**config.mk**
```make
export PLATFORM = sky130hd
export DESIGN_NAME = dmareg_file
export DESIGN_NICKNAME = d
export VERILOG_FILES = /design/src/rtl/dmareg_pkg.sv /design/src/rtl/dmareg_ptr.sv /design/src/rtl/dmareg_chan.sv /design/src/rtl/dmareg_ctrl.sv /design/src/rtl/dmareg_file.sv
export SDC_FILE = /design/constraint.sdc
export NUM_CORES = 1
export LEC_CHECK = 0
export ABC_AREA = 1
export BUFFER_PORTS_ARGS = -buffer_cell sky130_fd_sc_hd__buf_2
export CAP_MARGIN = 15
export CORE_MARGIN = 5
export CORE_UTILIZATION = 30
export DETAILED_ROUTE_END_ITERATION = 10
export PLACE_DENSITY = 0.59
export SYNTH_ARGS = -nofsm -noshare
export SYNTH_HDL_FRONTEND = slang
export SYNTH_HIERARCHICAL = 1
export SYNTH_SLANG_ARGS = --single-unit
export TNS_END_PERCENT = 5
```
**constraint.sdc**
```tcl
create_clock -name clk -period 5.8 [get_ports clk]
set_clock_uncertainty 0.05 [all_clocks]
set_input_delay 0.58 -clock clk [delete_from_list [all_inputs] [get_ports clk]]
set_output_delay 0.58 -clock clk [all_outputs]
set_load 0.01 [all_outputs]
```
**src/rtl/dmareg_pkg.sv**
```systemverilog
package dmareg_pkg;

  localparam int BYTE_W = 8;
  localparam int REG_W  = 16;
  localparam int OFF_W  = 4;

  typedef enum logic [OFF_W-1:0] {
    OFF_CMDSTAT = 4'h8,
    OFF_SPARE   = 4'h9,
    OFF_SMASK   = 4'hA,
    OFF_MODE    = 4'hB,
    OFF_CLRPTR  = 4'hC,
    OFF_MCLR    = 4'hD,
    OFF_CLRMASK = 4'hE,
    OFF_MASKALL = 4'hF
  } ctl_off_e;

  // Replace one byte of a 16-bit register; hi selects the upper byte.
  function automatic logic [REG_W-1:0] merge_byte(input logic [REG_W-1:0] cur,
                                                  input logic [BYTE_W-1:0] b,
                                                  input logic hi);
    merge_byte = hi ? {b, cur[BYTE_W-1:0]} : {cur[REG_W-1:BYTE_W], b};
  endfunction

  // Select one byte of a 16-bit register for read-back.
  function automatic logic [BYTE_W-1:0] pick_byte(input logic [REG_W-1:0] v,
                                                  input logic hi);
    pick_byte = hi ? v[REG_W-1:BYTE_W] : v[BYTE_W-1:0];
  endfunction

endpackage

```
**src/rtl/dmareg_ptr.sv**
```systemverilog
module dmareg_ptr (
  input  logic clk,
  input  logic rst_n,
  input  logic flip_en,
  input  logic clr_en,
  output logic hi_sel
);
  always_ff @(posedge clk) begin
    if (!rst_n)       hi_sel <= 1'b0;
    else if (clr_en)  hi_sel <= 1'b0;
    else if (flip_en) hi_sel <= ~hi_sel;
  end

  // each register access flips the pointer
  assert_ptr_flip_R3: assert property (@(posedge clk) disable iff (!rst_n)
    (flip_en && !clr_en) |=> (hi_sel != $past(hi_sel)));

  // clear forces the low byte
  assert_ptr_clear_R3: assert property (@(posedge clk) disable iff (!rst_n)
    clr_en |=> !hi_sel);

  // no access, no movement
  assert_ptr_hold_R10: assert property (@(posedge clk) disable iff (!rst_n)
    (!flip_en && !clr_en) |=> $stable(hi_sel));
endmodule

```
**src/rtl/dmareg_chan.sv**
```systemverilog
module dmareg_chan
  import dmareg_pkg::*;
(
  input  logic              clk,
  input  logic              rst_n,
  input  logic              wr_addr,
  input  logic              wr_cnt,
  input  logic              hi_sel,
  input  logic [BYTE_W-1:0] wdata,
  output logic [REG_W-1:0]  addr_q,
  output logic [REG_W-1:0]  cnt_q
);
  always_ff @(posedge clk) begin
    if (!rst_n) begin
      addr_q <= '0;
      cnt_q  <= '0;
    end else begin
      if (wr_addr) addr_q <= merge_byte(addr_q, wdata, hi_sel);
      if (wr_cnt)  cnt_q  <= merge_byte(cnt_q, wdata, hi_sel);
    end
  end

  // registers hold unless written
  assert_addr_hold_R2: assert property (@(posedge clk) disable iff (!rst_n)
    !wr_addr |=> $stable(addr_q));
  assert_cnt_hold_R2: assert property (@(posedge clk) disable iff (!rst_n)
    !wr_cnt |=> $stable(cnt_q));
  // a write touches only the selected byte
  assert_byte_only_R2: assert property (@(posedge clk) disable iff (!rst_n)
    (wr_addr && !hi_sel) |=> (addr_q[REG_W-1:BYTE_W] == $past(addr_q[REG_W-1:BYTE_W])));
endmodule

```
**src/rtl/dmareg_ctrl.sv**
```systemverilog
module dmareg_ctrl
  import dmareg_pkg::*;
#(
  parameter int NCH    = 4,
  parameter int MODE_W = 6,
  localparam int CSEL_W = $clog2(NCH)
)(
  input  logic                  clk,
  input  logic                  rst_n,
  input  logic [BYTE_W-1:0]     wdata,
  input  logic                  ev_cmd_wr,
  input  logic                  ev_stat_rd,
  input  logic                  ev_smask,
  input  logic                  ev_mode,
  input  logic                  ev_mclr,
  input  logic                  ev_clrmask,
  input  logic                  ev_maskall,
  input  logic [NCH-1:0]        eng_tc,
  input  logic [NCH-1:0]        eng_req,
  output logic [NCH-1:0]        mask_q,
  output logic [NCH*MODE_W-1:0] mode_flat,
  output logic [BYTE_W-1:0]     cmd_q,
  output logic [2*NCH-1:0]      status
);
  logic [MODE_W-1:0] mode_q [NCH];
  logic [NCH-1:0]    tc_q;
  logic [CSEL_W-1:0] sel;

  assign sel    = wdata[CSEL_W-1:0];
  assign status = {eng_req, tc_q};

  always_ff @(posedge clk) begin
    if (!rst_n) begin
      mask_q <= '1;
      cmd_q  <= '0;
      tc_q   <= '0;
    end else begin
      if (ev_mclr) begin
        mask_q <= '1;
        cmd_q  <= '0;
        tc_q   <= eng_tc;
      end else begin
        if (ev_cmd_wr)  cmd_q <= wdata;
        if (ev_clrmask) mask_q <= '0;
        else if (ev_maskall) mask_q <= wdata[NCH-1:0];
        else if (ev_smask)   mask_q[sel] <= wdata[2];
        tc_q <= (tc_q & ~{NCH{ev_stat_rd}}) | eng_tc;
      end
    end
  end

  for (genvar c = 0; c < NCH; c++) begin : g_mode
    always_ff @(posedge clk) begin
      if (!rst_n)                         mode_q[c] <= '0;
      else if (ev_mode && sel == CSEL_W'(c)) mode_q[c] <= wdata[BYTE_W-1:BYTE_W-MODE_W];
    end
    assign mode_flat[c*MODE_W +: MODE_W] = mode_q[c];
  end

  assert_smask_R5: assert property (@(posedge clk) disable iff (!rst_n)
    (ev_smask && !ev_mclr) |=> (mask_q[$past(sel)] == $past(wdata[2])));
  assert_maskall_R7: assert property (@(posedge clk) disable iff (!rst_n)
    ev_maskall |=> (mask_q == $past(wdata[NCH-1:0])));
  assert_clrmask_R7: assert property (@(posedge clk) disable iff (!rst_n)
    ev_clrmask |=> (mask_q == '0));
  assert_mclr_R8: assert property (@(posedge clk) disable iff (!rst_n)
    ev_mclr |=> (mask_q == '1 && cmd_q == '0));
  assert_tc_latch_R9: assert property (@(posedge clk) disable iff (!rst_n)
    (|eng_tc) |=> ((tc_q & $past(eng_tc)) == $past(eng_tc)));
  assert_mode_R6: assert property (@(posedge clk) disable iff (!rst_n)
    ev_mode |=> (mode_q[$past(sel)] == $past(wdata[BYTE_W-1:BYTE_W-MODE_W])));
endmodule

```
**src/rtl/dmareg_file.sv**
```systemverilog
module dmareg_file
  import dmareg_pkg::*;
#(
  parameter int NCH    = 4,
  parameter int MODE_W = 6
)(
  input  logic                  clk,
  input  logic                  rst_n,
  input  logic [3:0]            io_addr,
  input  logic [7:0]            io_wdata,
  input  logic                  io_wr,
  input  logic                  io_rd,
  output logic [7:0]            io_rdata,
  input  logic [NCH-1:0]        eng_tc,
  input  logic [NCH-1:0]        eng_req,
  output logic [NCH-1:0]        chan_mask,
  output logic [NCH*MODE_W-1:0] chan_mode,
  output logic [7:0]            chan_cmd,
  output logic [NCH*16-1:0]     chan_addr,
  output logic [NCH*16-1:0]     chan_count
);
  localparam int CSEL_W  = $clog2(NCH);
  localparam int NREGPRT = 2 * NCH;

  logic              is_reg, acc_reg, hi_sel, clr_ptr;
  logic [CSEL_W-1:0] reg_ch;
  logic              reg_is_cnt;
  logic              ev_cmd_wr, ev_stat_rd, ev_smask, ev_mode;
  logic              ev_clrptr, ev_mclr, ev_clrmask, ev_maskall;
  logic [REG_W-1:0]  addr_q [NCH];
  logic [REG_W-1:0]  cnt_q  [NCH];
  logic [2*NCH-1:0]  status;

  assign is_reg     = (32'(io_addr) < NREGPRT);
  assign acc_reg    = is_reg && (io_wr || io_rd);
  assign reg_ch     = io_addr[CSEL_W:1];
  assign reg_is_cnt = io_addr[0];

  assign ev_cmd_wr  = io_wr && io_addr == OFF_CMDSTAT;
  assign ev_stat_rd = io_rd && !io_wr && io_addr == OFF_CMDSTAT;
  assign ev_smask   = io_wr && io_addr == OFF_SMASK;
  assign ev_mode    = io_wr && io_addr == OFF_MODE;
  assign ev_clrptr  = io_wr && io_addr == OFF_CLRPTR;
  assign ev_mclr    = io_wr && io_addr == OFF_MCLR;
  assign ev_clrmask = io_wr && io_addr == OFF_CLRMASK;
  assign ev_maskall = io_wr && io_addr == OFF_MASKALL;
  assign clr_ptr    = ev_clrptr || ev_mclr;

  dmareg_ptr u_ptr (
    .clk(clk), .rst_n(rst_n), .flip_en(acc_reg), .clr_en(clr_ptr), .hi_sel(hi_sel)
  );

  for (genvar c = 0; c < NCH; c++) begin : g_chan
    logic hit;
    assign hit = io_wr && is_reg && reg_ch == CSEL_W'(c);
    dmareg_chan u_chan (
      .clk(clk), .rst_n(rst_n),
      .wr_addr(hit && !reg_is_cnt), .wr_cnt(hit && reg_is_cnt),
      .hi_sel(hi_sel), .wdata(io_wdata),
      .addr_q(addr_q[c]), .cnt_q(cnt_q[c])
    );
    assign chan_addr[c*REG_W +: REG_W]  = addr_q[c];
    assign chan_count[c*REG_W +: REG_W] = cnt_q[c];
  end

  dmareg_ctrl #(.NCH(NCH), .MODE_W(MODE_W)) u_ctrl (
    .clk(clk), .rst_n(rst_n), .wdata(io_wdata),
    .ev_cmd_wr(ev_cmd_wr), .ev_stat_rd(ev_stat_rd), .ev_smask(ev_smask),
    .ev_mode(ev_mode), .ev_mclr(ev_mclr), .ev_clrmask(ev_clrmask),
    .ev_maskall(ev_maskall), .eng_tc(eng_tc), .eng_req(eng_req),
    .mask_q(chan_mask), .mode_flat(chan_mode), .cmd_q(chan_cmd), .status(status)
  );

  always_comb begin
    io_rdata = '0;
    if (io_rd && !io_wr) begin
      if (is_reg)
        io_rdata = pick_byte(reg_is_cnt ? cnt_q[reg_ch] : addr_q[reg_ch], hi_sel);
      else if (io_addr == OFF_CMDSTAT)
        io_rdata = BYTE_W'(status);
    end
  end

  // control ports never drive read data
  assert_ctl_read_zero_R10: assert property (@(posedge clk) disable iff (!rst_n)
    (io_rd && !is_reg && io_addr != OFF_CMDSTAT) |-> (io_rdata == '0));
endmodule

```
Word-level counts from Yosys, hierarchy flattened
Memories as Yosys holds them, arrays and structs flattened.
Cells that the tools add are included.
- flip-flop bits (word level): 145
- memory bits (writable): 24
- bits of input ports: 24
- output and inout bits: 172
- logic and storage cells: 136
- memories kept: 1
- memory list (name ; depth ; width ; rd ports ; clocked after Yosys merged registers in ; write ports ; RTL line ; source):
    u_ctrl.mode_q ; 4 ; 6 ; 4 ; 0 ; 4 ; dmareg_ctrl.sv:25 ; logic [MODE_W-1:0] mode_q [NCH];
- order comparisons: 4
- eq/ne operators: 13
- mux-type cells: 35
- bitwise logic cells: 10
- reduce and logical (&&, ||, !) cells: 53
- operator list (operator ; count):
    $mux W16 ; 5
    $bmux W16 S2 ; 2
    $mux W8 ; 4
    $reduce_and A2 Y1 ; 16
    $eq A4 B4 Y1 const B ; 7
    $logic_and A1 B1 Y1 ; 28
    $mux W6 ; 4
    $mux W4 ; 4
    $mux W1 ; 14
    $eq A2 B2 Y1 const B ; 4
    $and A4 B4 Y4 ; 1
    $bwmux W4 ; 1
    $eq A2 B1 Y1 const B ; 2
    $logic_not A2 Y1 ; 2
    $lt A4 B4 Y1 const B ; 1
    $not A4 Y4 ; 1
    $or A1 B1 Y1 ; 4
    $or A4 B4 Y4 ; 1
    $reduce_or A2 Y1 ; 2
    $ge A3 B3 Y1 const B ; 1
    $lt A2 B3 Y1 const B ; 1
    $not A2 Y3 ; 1
    $reduce_bool A3 Y1 ; 1
    $demux W1 S2 ; 1
    4 further kinds ; 7

Longest topological paths before layout
Gate-level depths: netlist of run 1.
- depth after elaboration: 8
- depth in mapped cells: 10
- gate-level depth less buffers: 9

By module
Netlist of run 1, hierarchy kept.
- by module, submodules not included (module ; instances ; cells an instance ; area an instance (µm²) ; seq. area each (µm²)):
    dmareg_chan ; 4 ; 169 ; 1336.3 ; 640.6
    dmareg_file ; 1 ; 387 ; 1637.8 ; 0.0
    dmareg_ctrl ; 1 ; 163 ; 1614.0 ; 1041.0
    dmareg_ptr ; 1 ; 9 ; 52.6 ; 20.0

Least setup slack after synthesis of run 1
Ideal clock, no wire load.
- path type: input -> register
- start: input io_addr[0]
- end: memory u_ctrl.mode_q[2][0], enable pin
- library setup time: 0.377 ns
- data arrival time: 2.075 ns
- data required time: 5.373 ns
- setup slack: 3.297 ns
- stages on the path: 6
- path buffers: 2
- path through: buf_2 -> buf_1 -> nand2_1 -> nor2_1 -> inv_1 -> o21ai_0
- RTL lines (what ; RTL line ; source):
    start, declared ; dmareg_file.sv:9 ; input logic [3:0] io_addr,
    end, declared ; dmareg_ctrl.sv:25 ;

Worst setup path in the final report of run 1
- start: input io_addr[1]
- end: output io_rdata[3]
- longest elaborated chain between the ends: 8
- elaborated cells on any way between the ends: 14
- classes of those cells: order compare (1); eq/ne (1); mux (11); bitwise (1)
- ends and longest elaborated chain (what ; RTL line ; source):
    $not A2 Y3 (implied by the code) ; dmareg_file.sv:78 ; io_rdata = pick_byte(reg_is_cnt ? cnt_q[reg_ch] : addr_q[reg_ch], hi_sel);
    $bmux W16 S2 ; dmareg_file.sv:78 ;
    $mux W16 (implied by the code) (2 in series) ; dmareg_file.sv:78 ;
    $mux W16 ; dmareg_file.sv:78 ;
    $mux W8 ; dmareg_pkg.sv:28 ; pick_byte = hi ? v[REG_W-1:BYTE_W] : v[BYTE_W-1:0];
    $mux W8 (*) ; dmareg_file.sv:77 ; if (is_reg)
    $mux W8 (*) ; dmareg_file.sv:76 ; if (io_rd && !io_wr) begin
    end, declared ; dmareg_file.sv:13 ; output logic [7:0] io_rdata,
Every way passes the cells marked *; elsewhere a longest branch is shown, timed or not. The select of a mux whose other input is x is not followed.

==> metrics, run 1 <==
R2R setup slack=between 3 and 4 ns; Fin. Hold Viols=0; Vias per Instance=~4.8; Final Cycle Share=0.5867; IO buf count=195; synth cell count leaders=nand2_1, nor2_1, dfxtp_1; # nets final=1413; final slew viol count=0; Worst Hold Path Cells=3; Async S/R FF share, synth=0; Syn Std Cell Area=slightly below 9000 sq um; Cell variety after synth=26; detailed placer's ending HPWL=between 20000 and 25000 um; final setup vio count=0; Clock Latency Late Sink=0.42 ns; Post-DRT Antenna Nets=0; Clock Path Buffers=2; Fmax=between 0.2 and 0.3 GHz; Mapped Cells=between 1000 and 1500; Synthesized Nets=~1300; DRC=0; Worst R2R End=g_chan[1].u_chan/addr_q[6]; Reg2Reg Depth=5; Final min period=around 3.4 ns; top_reg_cell synth=dfxtp_1; number of max-cap violations=0; RSZ-0062 raised after global routing=no; Pleak=4.853 nW; Worst-Margin Slew=around 0.98 ns; Max VDD drop=around 0.00016 V; Seq/Total Area, Yosys=0.4189; initial antenna violation count=2; hold path startpoint=eng_tc[2]; CP max FO=61; layout cell share with drive strength beyond 1=0.2097; postcts setup bufs=0; critical setup path kind=input pin to primary output; status=finished clean; CTS Buf Count=17; crit path DAT=around 2.8 ns; synth warn=6; CP Cell Sequence=buf_2 -> inv_2 -> nor2_1 -> nand2_1 -> nand3_1 -> nand3_1 -> nand2_1 -> nand2_1 -> nand2_1 -> buf_2; Avg WL per Cell=17.66 um; die height=around 180 um; CP Capture Type=primary output; H-tree levels=4; Max stage delay on crit path=approximately 0.53 ns; Reg clk slew, reported paths=0.06 ns; largest net degree at the start of global routing=78; largest area contributor in the netlist=dfxtp_1; min-delay worst type=input pin to flop; Yosys reg bits=between 150 and 200; startpoint types=input pin; root buffer cell=clkbuf_16; initial core utilization=0.3022; Worst Hold Path EP=u_ctrl/tc_q[2]; GR Overflow Total=0; launch point of the worst reg-to-reg path=u_ptr/hi_sel; Fillers=~3100; share of the synthesized area in the top cell type=0.3356; Critical Path RT=5.17 ns; final total power=roughly 2.7 mW; setup TNS=0 ns; slowest cell on the critical path=inv_2; Placeable Area=around 29000 sq um; DRT Pass-1 Iters=6; vias in the first global route=between 8000 and 9000; first-pass GRT wire length=48670 um; clk sinks=169; Worst path most repeated cell=nand2_1; Die ar.=around 32000 sq um; power density over the cells=approximately 270 nW/um^2; Routed WL=approximately 32000 um; # IOs=roughly 200; Placer Congestion=around 0.9; number of synthesized flops with an enable pin=24; GRT Resource Usage Total=0.1912; row count=62; CTS tree=done; width of the die=between 150 and 200 um; DR vias=around 8700; Mean Syn Cell Area=~7 sq um; most frequent cell after synthesis=nand2_1; PostCTS Resize Cnt=0; Area growth syn-to-layout=18.02%; Rel. slew slack=0.3427; CTS Hold Bufs=0; Area contributors post-synth=dfxtp_1, nand2_1, nor2_1; DRT iter0 DRCs=911
==> how the worst max path moves through the flow <==
stage                                     end  startpoint  slack, ns
after floorplan           u_ctrl/mode_q[2][0]  io_addr[0]       3.30
after global placement    u_ctrl/mode_q[2][2]  io_addr[1]       2.42
after detailed placement  u_ctrl/mode_q[3][2]  io_addr[1]       2.39
after CTS                         io_rdata[6]  io_addr[1]       2.44
after global routing              io_rdata[2]  io_addr[1]       2.10
final                             io_rdata[3]  io_addr[1]       2.40
==> area by class of cell <==
class                      instances  area [sq um]  area share
multi-input combinational        922          4134      0.4050
sequential                       169          3627      0.3553
timing repair buffer             207          1069      0.1047
tap                              384         480.5     0.04706
clock buffer                      17         425.4     0.04167
inverter                          72         270.3     0.02647
clock inverter                    15         200.2     0.01961
antenna                            1         2.502   0.0002451
==> flip-flops by register name (all words and copies together) (netlist names) <==
| register | flops |
|---|---|
| u_ctrl/cmd_q | 8 |
| g_chan.u_chan/cnt_q | 64 |
| u_ptr/hi_sel | 1 |
| u_ctrl/mode_q | 24 |
| u_ctrl/tc_q | 4 |
| g_chan.u_chan/addr_q | 64 |
| u_ctrl/mask_q | 4 |
==> metrics by stage <==
| step | hold WS (ns) | instances | setup slack [ns] | util | cell area (sq um) |
|---|---|---|---|---|---|
| final | 0.3262 | 1787 | 2.397 | 0.3566 | 10210 |
| after CTS | 0.3062 | 1786 | 2.440 | 0.3565 | 10210 |
| after global routing | 0.3261 | 1787 | 2.101 | 0.3566 | 10210 |
| after floorplan | 0.4056 | 1235 | 3.297 | - | 8650 |
| after global placement | 0.4269 | 1754 | 2.419 | 0.3347 | 9580 |
| after detailed placement | 0.4293 | 1754 | 2.387 | 0.3347 | 9580 |
==> cell families (layout without fill, tap and decap cells) <==
| family | Yosys count | in the layout | share of synthesized area |
|---|---|---|---|
| and+or+nand+nor | 767 | 767 | 0.3828 |
| buffers and inverters | 144 | 311 | 0.1078 |
| AOI/OAI and AO/OA | 155 | 155 | 0.09055 |
| DFF | 169 | 169 | 0.4189 |
| other | 0 | 1 | 0 |
==> power breakdown <==
part           total [mW]  internal [mW]  switching (mW)
clock                1.22          0.678           0.546
combinational       0.264         0.0708           0.193
sequential           1.24           1.21          0.0309
==> metal layers <==
layer,GRT usage,share of wire
met3,0.04547,0.076
met2,0.2965,0.44
met1,0.2605,0.45
met4,0.06827,0.031
met5,0,0.00063
==> layout by cell type (no fill, tap or decap), types with 2 or more instances in the layout <==
master / netlist / final
nand2_1: 370 / 370
nor2_1: 234 / 234
buf_2: 15 / 194
dfxtp_1: 145 / 144
nand3_1: 114 / 114
a21oi_1: 80 / 80
o21ai_0: 72 / 72
inv_1: 63 / 63
edfxtp_1: 24 / 24
clkbuf_16: 0 / 17
nand3_2: 15 / 15
buf_4: 14 / 13
inv_2: 9 / 9
nor2_4: 9 / 9
nor3_2: 0 / 8
nand2_4: 8 / 8
inv_8: 0 / 5
clkinv_4: 0 / 3
a211oi_1: 3 / 3
nor3_1: 10 / 2
nor2_8: 2 / 2
bufinv_16: 0 / 2
clkinvlp_4: 0 / 2
nor2_2: 2 / 2
==> worst max-delay path: cells and delay by family <==
| family | cells | cell delay (ns) |
|---|---|---|
| buffers and inverters | 3 | 1.15 |
| and+or+nand+nor | 7 | 1.02 |
Note: power is estimated with default switching activity, not from simulation.
==> inputs of run 2 (changes only) <==
Settings changed: PLACE_DENSITY 0.59 to 0.61.
Clock period 5.8 ns to 3 ns, I/O delays scaled along.
==> metrics, run 2 (same netlist as run 1, synthesis figures left out) <==
status=finished clean; sw frac=0.2743; Top Registers=g_chan.u_chan/addr_q x64, g_chan.u_chan/cnt_q x64, u_ctrl/mode_q x24; Placeable Area=~29000 sq um; worst setup path endpoint=io_rdata[0]; CP Capture Type=primary output; GRT Resource Usage Total=0.1928; hold path startpoint=eng_tc[1]; layout cell share with drive strength beyond 1=0.2170; commonest cells after routing, fill and taps aside=nand2_1, nor2_1, buf_2; Worst R2R End=g_chan[2].u_chan/cnt_q[14]; Pint=3.880 mW; Area growth syn-to-layout=19.51%; number of max-cap violations=0; share of total power in the clock network=0.452; net switching power=roughly 1.5 mW; H-tree levels=4; vias in the first global route=8194; clk sinks=169; most common cell after layout, fill and taps aside=nand2_1; CTS Hold Bufs=0; CTS tree=done; Finished Cell Area=about 10000 sq um; startpoint types=input pin; power density over the cells=517.2 nW/um^2; DRC=0; Rel. slew slack=0.3835; Routed WL=~32000 um; largest net degree at the start of global routing=a little over 60; CTS Buf Count=17; detailed placer's ending HPWL=between 20000 and 25000 um; final slew viol count=0; Max VDD drop=about 0.00032 V; crit path DAT=2.06 ns; launch point of the worst reg-to-reg path=u_ptr/hi_sel; final worst-path setup slack=a little under 0.6 ns; Critical Path RT=~2.7 ns; IO buf count=195; Post-DRT Antenna Nets=0; min-delay worst type=input pin to flop; RSZ-0062 raised after global routing=no; # IOs=roughly 200; Final min period=about 2.4 ns; initial core utilization=0.3022; GR Overflow Total=0; Reg clk slew, reported paths=roughly 0.07 ns; Pleak=4.926 nW; Die ar.=~32000 sq um; Placer Congestion=roughly 0.92; R2R setup slack=between 1 and 1.5 ns; first-pass GRT wire length=about 49000 um; critical setup path kind=input pin to primary output; pre-CTS setup slack=0.6001 ns; Clock Latency Late Sink=around 0.43 ns; Fmax=roughly 0.41 GHz; Worst-Margin Slew=a little over 0.9 ns; width of the die=about 180 um; row count=62; Fin. Hold Viols=0; # nets final=1426; placed cell areas=around 9700 sq um; Final Cycle Share=0.8041; root buffer cell=clkbuf_16; setup TNS=0 ns; postcts setup bufs=0; Util after Layout=0.3611; Avg WL per Cell=17.77 um; DRT iter0 DRCs=between 800 and 900; die height=around 180 um; PostCTS Resize Cnt=0; Clock Path Buffers=2; initial antenna violation count=2; final setup vio count=0; DR vias=about 8700; CP max FO=26; Vias per Instance=between 4 and 5; Logic pwr share=0.100; Seq pwr share=0.447; Reg2Reg Depth=4; Fillers=a little over 3000; DRT Pass-1 Iters=6; CP startpoint=io_addr[0]
-- run 2: layout make-up --
type | count | area [sq um] | share of cell area
Antenna cell | 1 | 2.502 | 0.0002421
Clock buffer | 19 | 475.5 | 0.04599
Clock inverter | 13 | 168.9 | 0.01634
Inverter | 72 | 270.3 | 0.02614
Multi-Input combinational cell | 922 | 4134 | 0.3999
Sequential cell | 169 | 3627 | 0.3509
Tap cell | 384 | 480.5 | 0.04648
Timing Repair Buffer | 220 | 1179 | 0.1140
-- run 2: metrics by stage --
step	std cells	hold slack [ns]	power (mW)
after floorplan	1235	0.3674	2.816
after global placement	1767	0.4308	2.974
after detailed placement	1767	0.4330	2.978
after CTS	1799	0.006836	5.369
after global routing	1800	0.01375	5.533
final	1800	0.01435	5.347
-- run 2: how the worst min path moves through the flow --
stage	endpoint	slack, ns	cells past startpoint
floorplan	u_ctrl/tc_q[0]	0.37	2
global placement	u_ctrl/cmd_q[3]	0.43	2
detailed placement	u_ctrl/cmd_q[1]	0.43	2
CTS	u_ctrl/tc_q[1]	0.007	3
global route	u_ctrl/tc_q[3]	0.01	3
finish	u_ctrl/tc_q[1]	0.01	3
-- run 2: critical path, stage by stage --
cell,delay (ns)
buf_2,0.25
inv_2,0.45
nand3_2,0.19
nor3_4,0.47
nand2_1,0.11
nand2_1,0.13
buf_2,0.14
-- run 2: per-layer routing --
metal / track usage / share of wire / routed length, um
met2: 0.3072 / 0.46 / 14820
met4: 0.06827 / 0.028 / 882
met1: 0.2537 / 0.43 / 13610
met3: 0.04992 / 0.083 / 2660
met5: 0 / 0.00041 / 13
-- run 2: power by group through the flow --
stage / clock, mW / sequential, mW / combinational, mW
finish: 2.42 / 2.39 / 0.536
floorplan: 0 / 2.45 / 0.367
global route: 2.54 / 2.40 / 0.591
global placement: 0 / 2.45 / 0.529
detailed placement: 0 / 2.45 / 0.533
CTS: 2.44 / 2.39 / 0.534
